[config.mk]
export PLATFORM = sky130hd
export DESIGN_NAME = ecp_mode_ctrl
export DESIGN_NICKNAME = d
export VERILOG_FILES = /design/src/rtl/ecp_pkg.sv /design/src/rtl/ecp_mode_reg.sv /design/src/rtl/ecp_hs_engine.sv /design/src/rtl/ecp_mode_ctrl.sv
export SDC_FILE = /design/constraint.sdc
export NUM_CORES = 1
export LEC_CHECK = 0
export BUFFER_PORTS_ARGS = -buffer_cell sky130_fd_sc_hd__buf_2
export CAP_MARGIN = 10
export CORE_ASPECT_RATIO = 1.4
export CORE_UTILIZATION = 49
export CTS_CLUSTER_SIZE = 10
export DETAILED_ROUTE_END_ITERATION = 10
export PLACE_DENSITY_LB_ADDON = 0.15
export SYNTH_ARGS = -nofsm -noshare
export SYNTH_HDL_FRONTEND = slang
export SYNTH_SLANG_ARGS = --single-unit
[constraint.sdc]
create_clock -name clk -period 2.9 [get_ports clk]
set_input_delay 0.435 -clock clk [delete_from_list [all_inputs] [get_ports clk]]
set_output_delay 0.435 -clock clk [all_outputs]
set_load 0.03 [all_outputs]
[src/rtl/ecp_pkg.sv]
package ecp_pkg;

    typedef enum logic [2:0] {
        HS_IDLE,
        HS_FWD_STROBE,
        HS_FWD_HOLD,
        HS_REV_WAIT,
        HS_REV_ACK
    } hs_state_e;

    localparam int MODE_W = 3;

    function automatic logic mode_is_sw(input logic [MODE_W-1:0] m);
        return m[2:1] == 2'b00;
    endfunction

    function automatic logic mode_is_hw(input logic [MODE_W-1:0] m);
        return m[2:1] == 2'b01;
    endfunction

endpackage

[src/rtl/ecp_mode_reg.sv]
module ecp_mode_reg
    import ecp_pkg::*;
(
    input  logic              clk,
    input  logic              rst_n,
    input  logic              we,
    input  logic [MODE_W-1:0] wmode,
    input  logic              wdir,
    input  logic              wstrobe,
    input  logic              wautofd,
    output logic [MODE_W-1:0] mode_q,
    output logic              dir_q,
    output logic              strobe_q,
    output logic              autofd_q,
    output logic              pend_q,
    output logic              leave_req
);

    logic [MODE_W-1:0] tgt_q;
    logic              accept;
    logic              fwd_leave;

    // A change is legal from a software mode, or when it goes to a software mode
    assign accept    = we && !pend_q && (mode_is_sw(mode_q) || mode_is_sw(wmode));
    assign leave_req = accept && mode_is_hw(mode_q);
    assign fwd_leave = leave_req && !dir_q;

    always_ff @(posedge clk or negedge rst_n) begin
        if (!rst_n) begin
            mode_q   <= '0;
            tgt_q    <= '0;
            dir_q    <= 1'b0;
            strobe_q <= 1'b0;
            autofd_q <= 1'b0;
            pend_q   <= 1'b0;
        end else if (pend_q) begin
            mode_q <= tgt_q;
            pend_q <= 1'b0;
        end else if (we) begin
            strobe_q <= wstrobe;
            autofd_q <= wautofd;
            if (mode_q == 3'b001) dir_q <= wdir;
            if (accept) begin
                if (fwd_leave) begin
                    pend_q <= 1'b1;
                    tgt_q  <= wmode;
                end else begin
                    mode_q <= wmode;
                end
            end
        end
    end

endmodule

[src/rtl/ecp_hs_engine.sv]
module ecp_hs_engine
    import ecp_pkg::*;
#(
    parameter int DATA_W = 8
) (
    input  logic              clk,
    input  logic              rst_n,
    input  logic              run,
    input  logic              dir,
    input  logic              addr_avail,
    input  logic [DATA_W-1:0] addr_byte,
    input  logic              data_avail,
    input  logic [DATA_W-1:0] data_byte,
    input  logic              rev_full,
    input  logic              busy,
    input  logic              nack,
    input  logic [DATA_W-1:0] bus_in,
    output logic              addr_pop,
    output logic              data_pop,
    output logic              rev_push,
    output logic [DATA_W-1:0] byte_q,
    output logic              eng_nstrobe,
    output logic              eng_nautofd,
    output logic              idle
);

    hs_state_e state, nxt;
    logic      is_addr_q;
    logic      rev_take;

    always_ff @(posedge clk or negedge rst_n) begin
        if (!rst_n) state <= HS_IDLE;
        else        state <= nxt;
    end

    always_comb begin
        nxt = state;
        if (!run) begin
            nxt = HS_IDLE;
        end else begin
            unique case (state)
                HS_IDLE: begin
                    if (dir)                           nxt = HS_REV_WAIT;
                    else if (addr_avail || data_avail) nxt = HS_FWD_STROBE;
                end
                HS_FWD_STROBE: if (busy)              nxt = HS_FWD_HOLD;
                HS_FWD_HOLD:   if (!busy)             nxt = HS_IDLE;
                HS_REV_WAIT:   if (!nack && !rev_full) nxt = HS_REV_ACK;
                HS_REV_ACK:    if (nack)              nxt = HS_REV_WAIT;
                default:                              nxt = HS_IDLE;
            endcase
        end
    end

    always_comb begin
        addr_pop    = run && (state == HS_IDLE) && !dir && addr_avail;
        data_pop    = run && (state == HS_IDLE) && !dir && !addr_avail && data_avail;
        rev_take    = run && (state == HS_REV_WAIT) && !nack && !rev_full;
        rev_push    = run && (state == HS_REV_ACK) && nack;
        eng_nstrobe = (state != HS_FWD_STROBE);
        unique case (state)
            HS_FWD_STROBE, HS_FWD_HOLD: eng_nautofd = !is_addr_q;
            HS_REV_ACK:                 eng_nautofd = 1'b0;
            default:                    eng_nautofd = 1'b1;
        endcase
        idle = (state == HS_IDLE);
    end

    always_ff @(posedge clk or negedge rst_n) begin
        if (!rst_n) begin
            byte_q    <= '0;
            is_addr_q <= 1'b0;
        end else if (addr_pop) begin
            byte_q    <= addr_byte;
            is_addr_q <= 1'b1;
        end else if (data_pop) begin
            byte_q    <= data_byte;
            is_addr_q <= 1'b0;
        end else if (rev_take) begin
            byte_q    <= bus_in;
        end
    end

endmodule

[src/rtl/ecp_mode_ctrl.sv]
module ecp_mode_ctrl
    import ecp_pkg::*;
#(
    parameter int DATA_W = 8
) (
    input  logic              clk,
    input  logic              rst_n,
    input  logic              reg_we,
    input  logic [2:0]        reg_mode,
    input  logic              reg_dir,
    input  logic              reg_strobe,
    input  logic              reg_autofd,
    output logic [2:0]        mode_o,
    output logic              dir_o,
    input  logic              afifo_avail,
    input  logic [DATA_W-1:0] afifo_byte,
    output logic              afifo_pop,
    input  logic              dfifo_avail,
    input  logic [DATA_W-1:0] dfifo_byte,
    output logic              dfifo_pop,
    input  logic              rfifo_full,
    output logic              rfifo_push,
    output logic [DATA_W-1:0] rfifo_byte,
    output logic              xfer_idle_o,
    output logic              fwd_drained_o,
    output logic              pp_nstrobe_o,
    output logic              pp_nautofd_o,
    input  logic              pp_busy_i,
    input  logic              pp_nack_i,
    output logic [DATA_W-1:0] pp_data_o,
    input  logic [DATA_W-1:0] pp_data_i,
    output logic              pp_data_oe
);

    logic              sw_strobe, sw_autofd;
    logic              pend_w, leave_w, hw_run;
    logic              eng_nstrobe, eng_nautofd, eng_idle;
    logic [DATA_W-1:0] byte_w;
    logic              nstrobe_q, nautofd_q;

    ecp_mode_reg u_mode (
        .clk       (clk),
        .rst_n     (rst_n),
        .we        (reg_we),
        .wmode     (reg_mode),
        .wdir      (reg_dir),
        .wstrobe   (reg_strobe),
        .wautofd   (reg_autofd),
        .mode_q    (mode_o),
        .dir_q     (dir_o),
        .strobe_q  (sw_strobe),
        .autofd_q  (sw_autofd),
        .pend_q    (pend_w),
        .leave_req (leave_w)
    );

    assign hw_run = mode_is_hw(mode_o) && !pend_w && !leave_w;

    ecp_hs_engine #(.DATA_W(DATA_W)) u_eng (
        .clk         (clk),
        .rst_n       (rst_n),
        .run         (hw_run),
        .dir         (dir_o),
        .addr_avail  (afifo_avail),
        .addr_byte   (afifo_byte),
        .data_avail  (dfifo_avail),
        .data_byte   (dfifo_byte),
        .rev_full    (rfifo_full),
        .busy        (pp_busy_i),
        .nack        (pp_nack_i),
        .bus_in      (pp_data_i),
        .addr_pop    (afifo_pop),
        .data_pop    (dfifo_pop),
        .rev_push    (rfifo_push),
        .byte_q      (byte_w),
        .eng_nstrobe (eng_nstrobe),
        .eng_nautofd (eng_nautofd),
        .idle        (eng_idle)
    );

    // Registered pins: the only path to the port, so mode switches cannot glitch
    always_ff @(posedge clk or negedge rst_n) begin
        if (!rst_n) begin
            nstrobe_q <= 1'b1;
            nautofd_q <= 1'b1;
        end else if (leave_w || pend_w) begin
            nstrobe_q <= 1'b1;
            nautofd_q <= 1'b1;
        end else if (mode_is_hw(mode_o)) begin
            nstrobe_q <= eng_nstrobe;
            nautofd_q <= eng_nautofd;
        end else begin
            nstrobe_q <= !sw_strobe;
            nautofd_q <= !sw_autofd;
        end
    end

    assign pp_nstrobe_o  = nstrobe_q;
    assign pp_nautofd_o  = nautofd_q;
    assign pp_data_o     = byte_w;
    assign pp_data_oe    = !dir_o;
    assign rfifo_byte    = byte_w;
    assign xfer_idle_o   = eng_idle;
    assign fwd_drained_o = eng_idle && !afifo_avail && !dfifo_avail;

endmodule

==> metrics <==
post-DR vias/cell 5.54; Register Area 603 sq um; worst setup margin 0.357 ns; synth-to-layout area growth 24.4%; post-CTS setup buffer count 0; RSZ-0062 raised after global routing no; Max-Slew Margin vs Limit 59.8%; met2 WL post-DR 1710 um; clock slew at reported path FFs 0.13 ns; core area 2640 sq um; Row Count 22; Slew Limit Fails 0; Root Driver clkbuf_4; Die Height 64.7 um; YS warnings 0; cell family with most CP delay simple AND/OR/NAND/NOR gates; cells on worst reg2reg path 4; CP startpoint kind register; hold bufs inserted after CTS 0; DP HPWL 2480 um; Antenna diodes 0; Critical Path AT 2.11 ns; Avg Synthesized Cell Area 11.2 sq um; Ports 66; r2r setup slk 0.75 ns; number of global-route vias before repair 1120; final setup violation count 0; Final ANT Viol Nets 0; Top FF cell, synth dfrtp_1; area occupied by multi-input gates 667 sq um; sequential share of the synthesized area 43.8%; Synth Cell Area 1380 sq um; crit-path cells or3b_2 > nor2_1 > and3_1 > buf_2; Synth top area share 40.0%; max_cap viols 0; CTS tree yes; measured slew at the worst slew-check pin 0.600 ns; Routed met3 length 136 um; synthesized net count 161; fillcell total 241; Leakage 0.842 nW; CTS resizes 0; Cell variety after synth 42; synth top area cells dfrtp_1 (40%), mux2_2 (8.2%), a221o_2 (5.7%), a22o_2 (5.1%), buf_4 (4.4%); DRC 0; Initial Util 52.1%; Synth top cells by count dfrtp_1 (22), mux2_2 (10), nor2_1 (10); Num CTS Buffers 3; initial antenna violation count 0; die width 46.8 um; GR Overflow Total 0; first-pass GRT wire length 5060 um; Tot GR Track Use 23.3%; post-route insts no fill 218; proportion of layout cells with a drive suffix above 1 59.3%; WL final 3160 um; post-DR wirelength/cell 14.5 um; top cell type by total area after synthesis dfrtp_1; Buf/Inv on CP 1; highest routed layer met4; Async SR Flop Fraction 100%; H-Tree Depth 1; Layout Utilization 64.9%; worst slack, placed 0.717 ns; Die ar. 3030 sq um; CP Data Required Time 2.47 ns; Routability Congestion 0.788; Slowest-stage cell, CP or3b_2; crit share post-route 87.7%; worst min path class primary input to asynchronous set/reset pin; register bit total from synthesis 24; via count 1207; setup TNS 0 ns; Max Clock Skew 0.0101 ns; final hold slack 0.0655 ns; CP max FO 7; Worst path max stage delay 0.57 ns; I/O Buffers 65; Final Hold Vio Count 0; CTS sink count 24; fin crit period 2.54 ns; largest net degree at the start of global routing 25; crit path launch u_mode.pend_q; Worst VDD drop 0.612 mV; EDFF count, synth 0; Worst-Skew Late Latency 0.32 ns; Setup crit end kind output pin; CTS max path bufs 2; Cells after Synth 123; status finished, final reports clean; Crit Path Category register to output pin; Reg2Reg Capture Point u_eng.byte_q[7]; most numerous cell in the Yosys netlist dfrtp_1; reg2reg start u_mode.pend_q; fin nets 221; power density of the placed cells 997 nW/um^2; TritonRoute pass-1 iters 4; Iter 0 DRT Violations 36; Max Fclk 393 MHz; placed cells 214; met1 WL 1240 um
cell usage in the layout, fill, tap and decap left out, drive strengths merged, types with 2 or more instances in the layout:
cell,netlist,final
o21ai,2,2
nand4,2,2
o32ai,2,2
mux2,10,10
and2,4,4
a22o,8,8
nor4,3,3
or3b,3,3
dfrtp,22,22
nor2,10,10
a221o,7,7
nand2b,3,3
clkbuf,1,4
dfstp,2,2
a21oi,5,5
buf,11,67
nor3,3,3
inv,6,6
worst max-delay path by stage:
stage	endpoint	depth (start not counted)
global placement	dfifo_pop	4
CTS	dfifo_pop	4
detailed placement	dfifo_pop	4
finish	dfifo_pop	4
global route	dfifo_pop	4
floorplan	afifo_pop	2
kinds of logic (layout without fill, tap and decap cells):
family,count (synthesis),after routing,share of synthesized area [%]
DFF,24,24,43.8
muxes,10,10,8.17
and+or+nand+nor,41,41,21.3
buffers and inverters,18,77,7.81
AOI/OAI and AO/OA,30,30,18.9
worst reg2reg max path: cells and delay by family, from the launching register on:
family / cells / cell delay (ns)
AND/OR/NAND/NOR: 2 / 0.86
flip-flops: 1 / 0.47
AO/OA/AOI/OAI: 2 / 0.70
registers in the layout, indices dropped and copies added (netlist names):
signal,flops
pp_nautofd_o,1
pp_nstrobe_o,1
u_eng.byte_q,8
u_eng.is_addr_q,1
u_eng.state,3
u_mode.autofd_q,1
u_mode.dir_q,1
u_mode.mode_q,3
u_mode.pend_q,1
u_mode.strobe_q,1
u_mode.tgt_q,3
area by class of cell:
type / instances / area share, %
timing repair buffer: 67 / 19.9
tap: 36 / 2.63
clock buffer: 4 / 2.12
multi-input combinational: 81 / 38.9
sequential: 24 / 35.2
inverter: 6 / 1.31
per-layer routing:
layer	vias up	track usage (%)
met5	-	0
met4	0	10.0
li1	579	-
met2	42	40.8
met3	8	2.79
met1	578	27.0
power breakdown:
part	switching (mW)	total [mW]	internal (mW)
logic	0.599	0.953	0.353
registers	0.115	0.579	0.464
clock network	0.100	0.177	0.0768
total	0.815	1.71	0.894
through the flow:
step	cell area [sq um]	total power, mW
after floorplan	1380	1.35
after global placement	1680	1.53
after detailed placement	1680	1.54
after CTS	1710	1.72
after global routing	1710	1.82
final	1710	1.71
No activity file was read; power rests on OpenSTA's default activity.
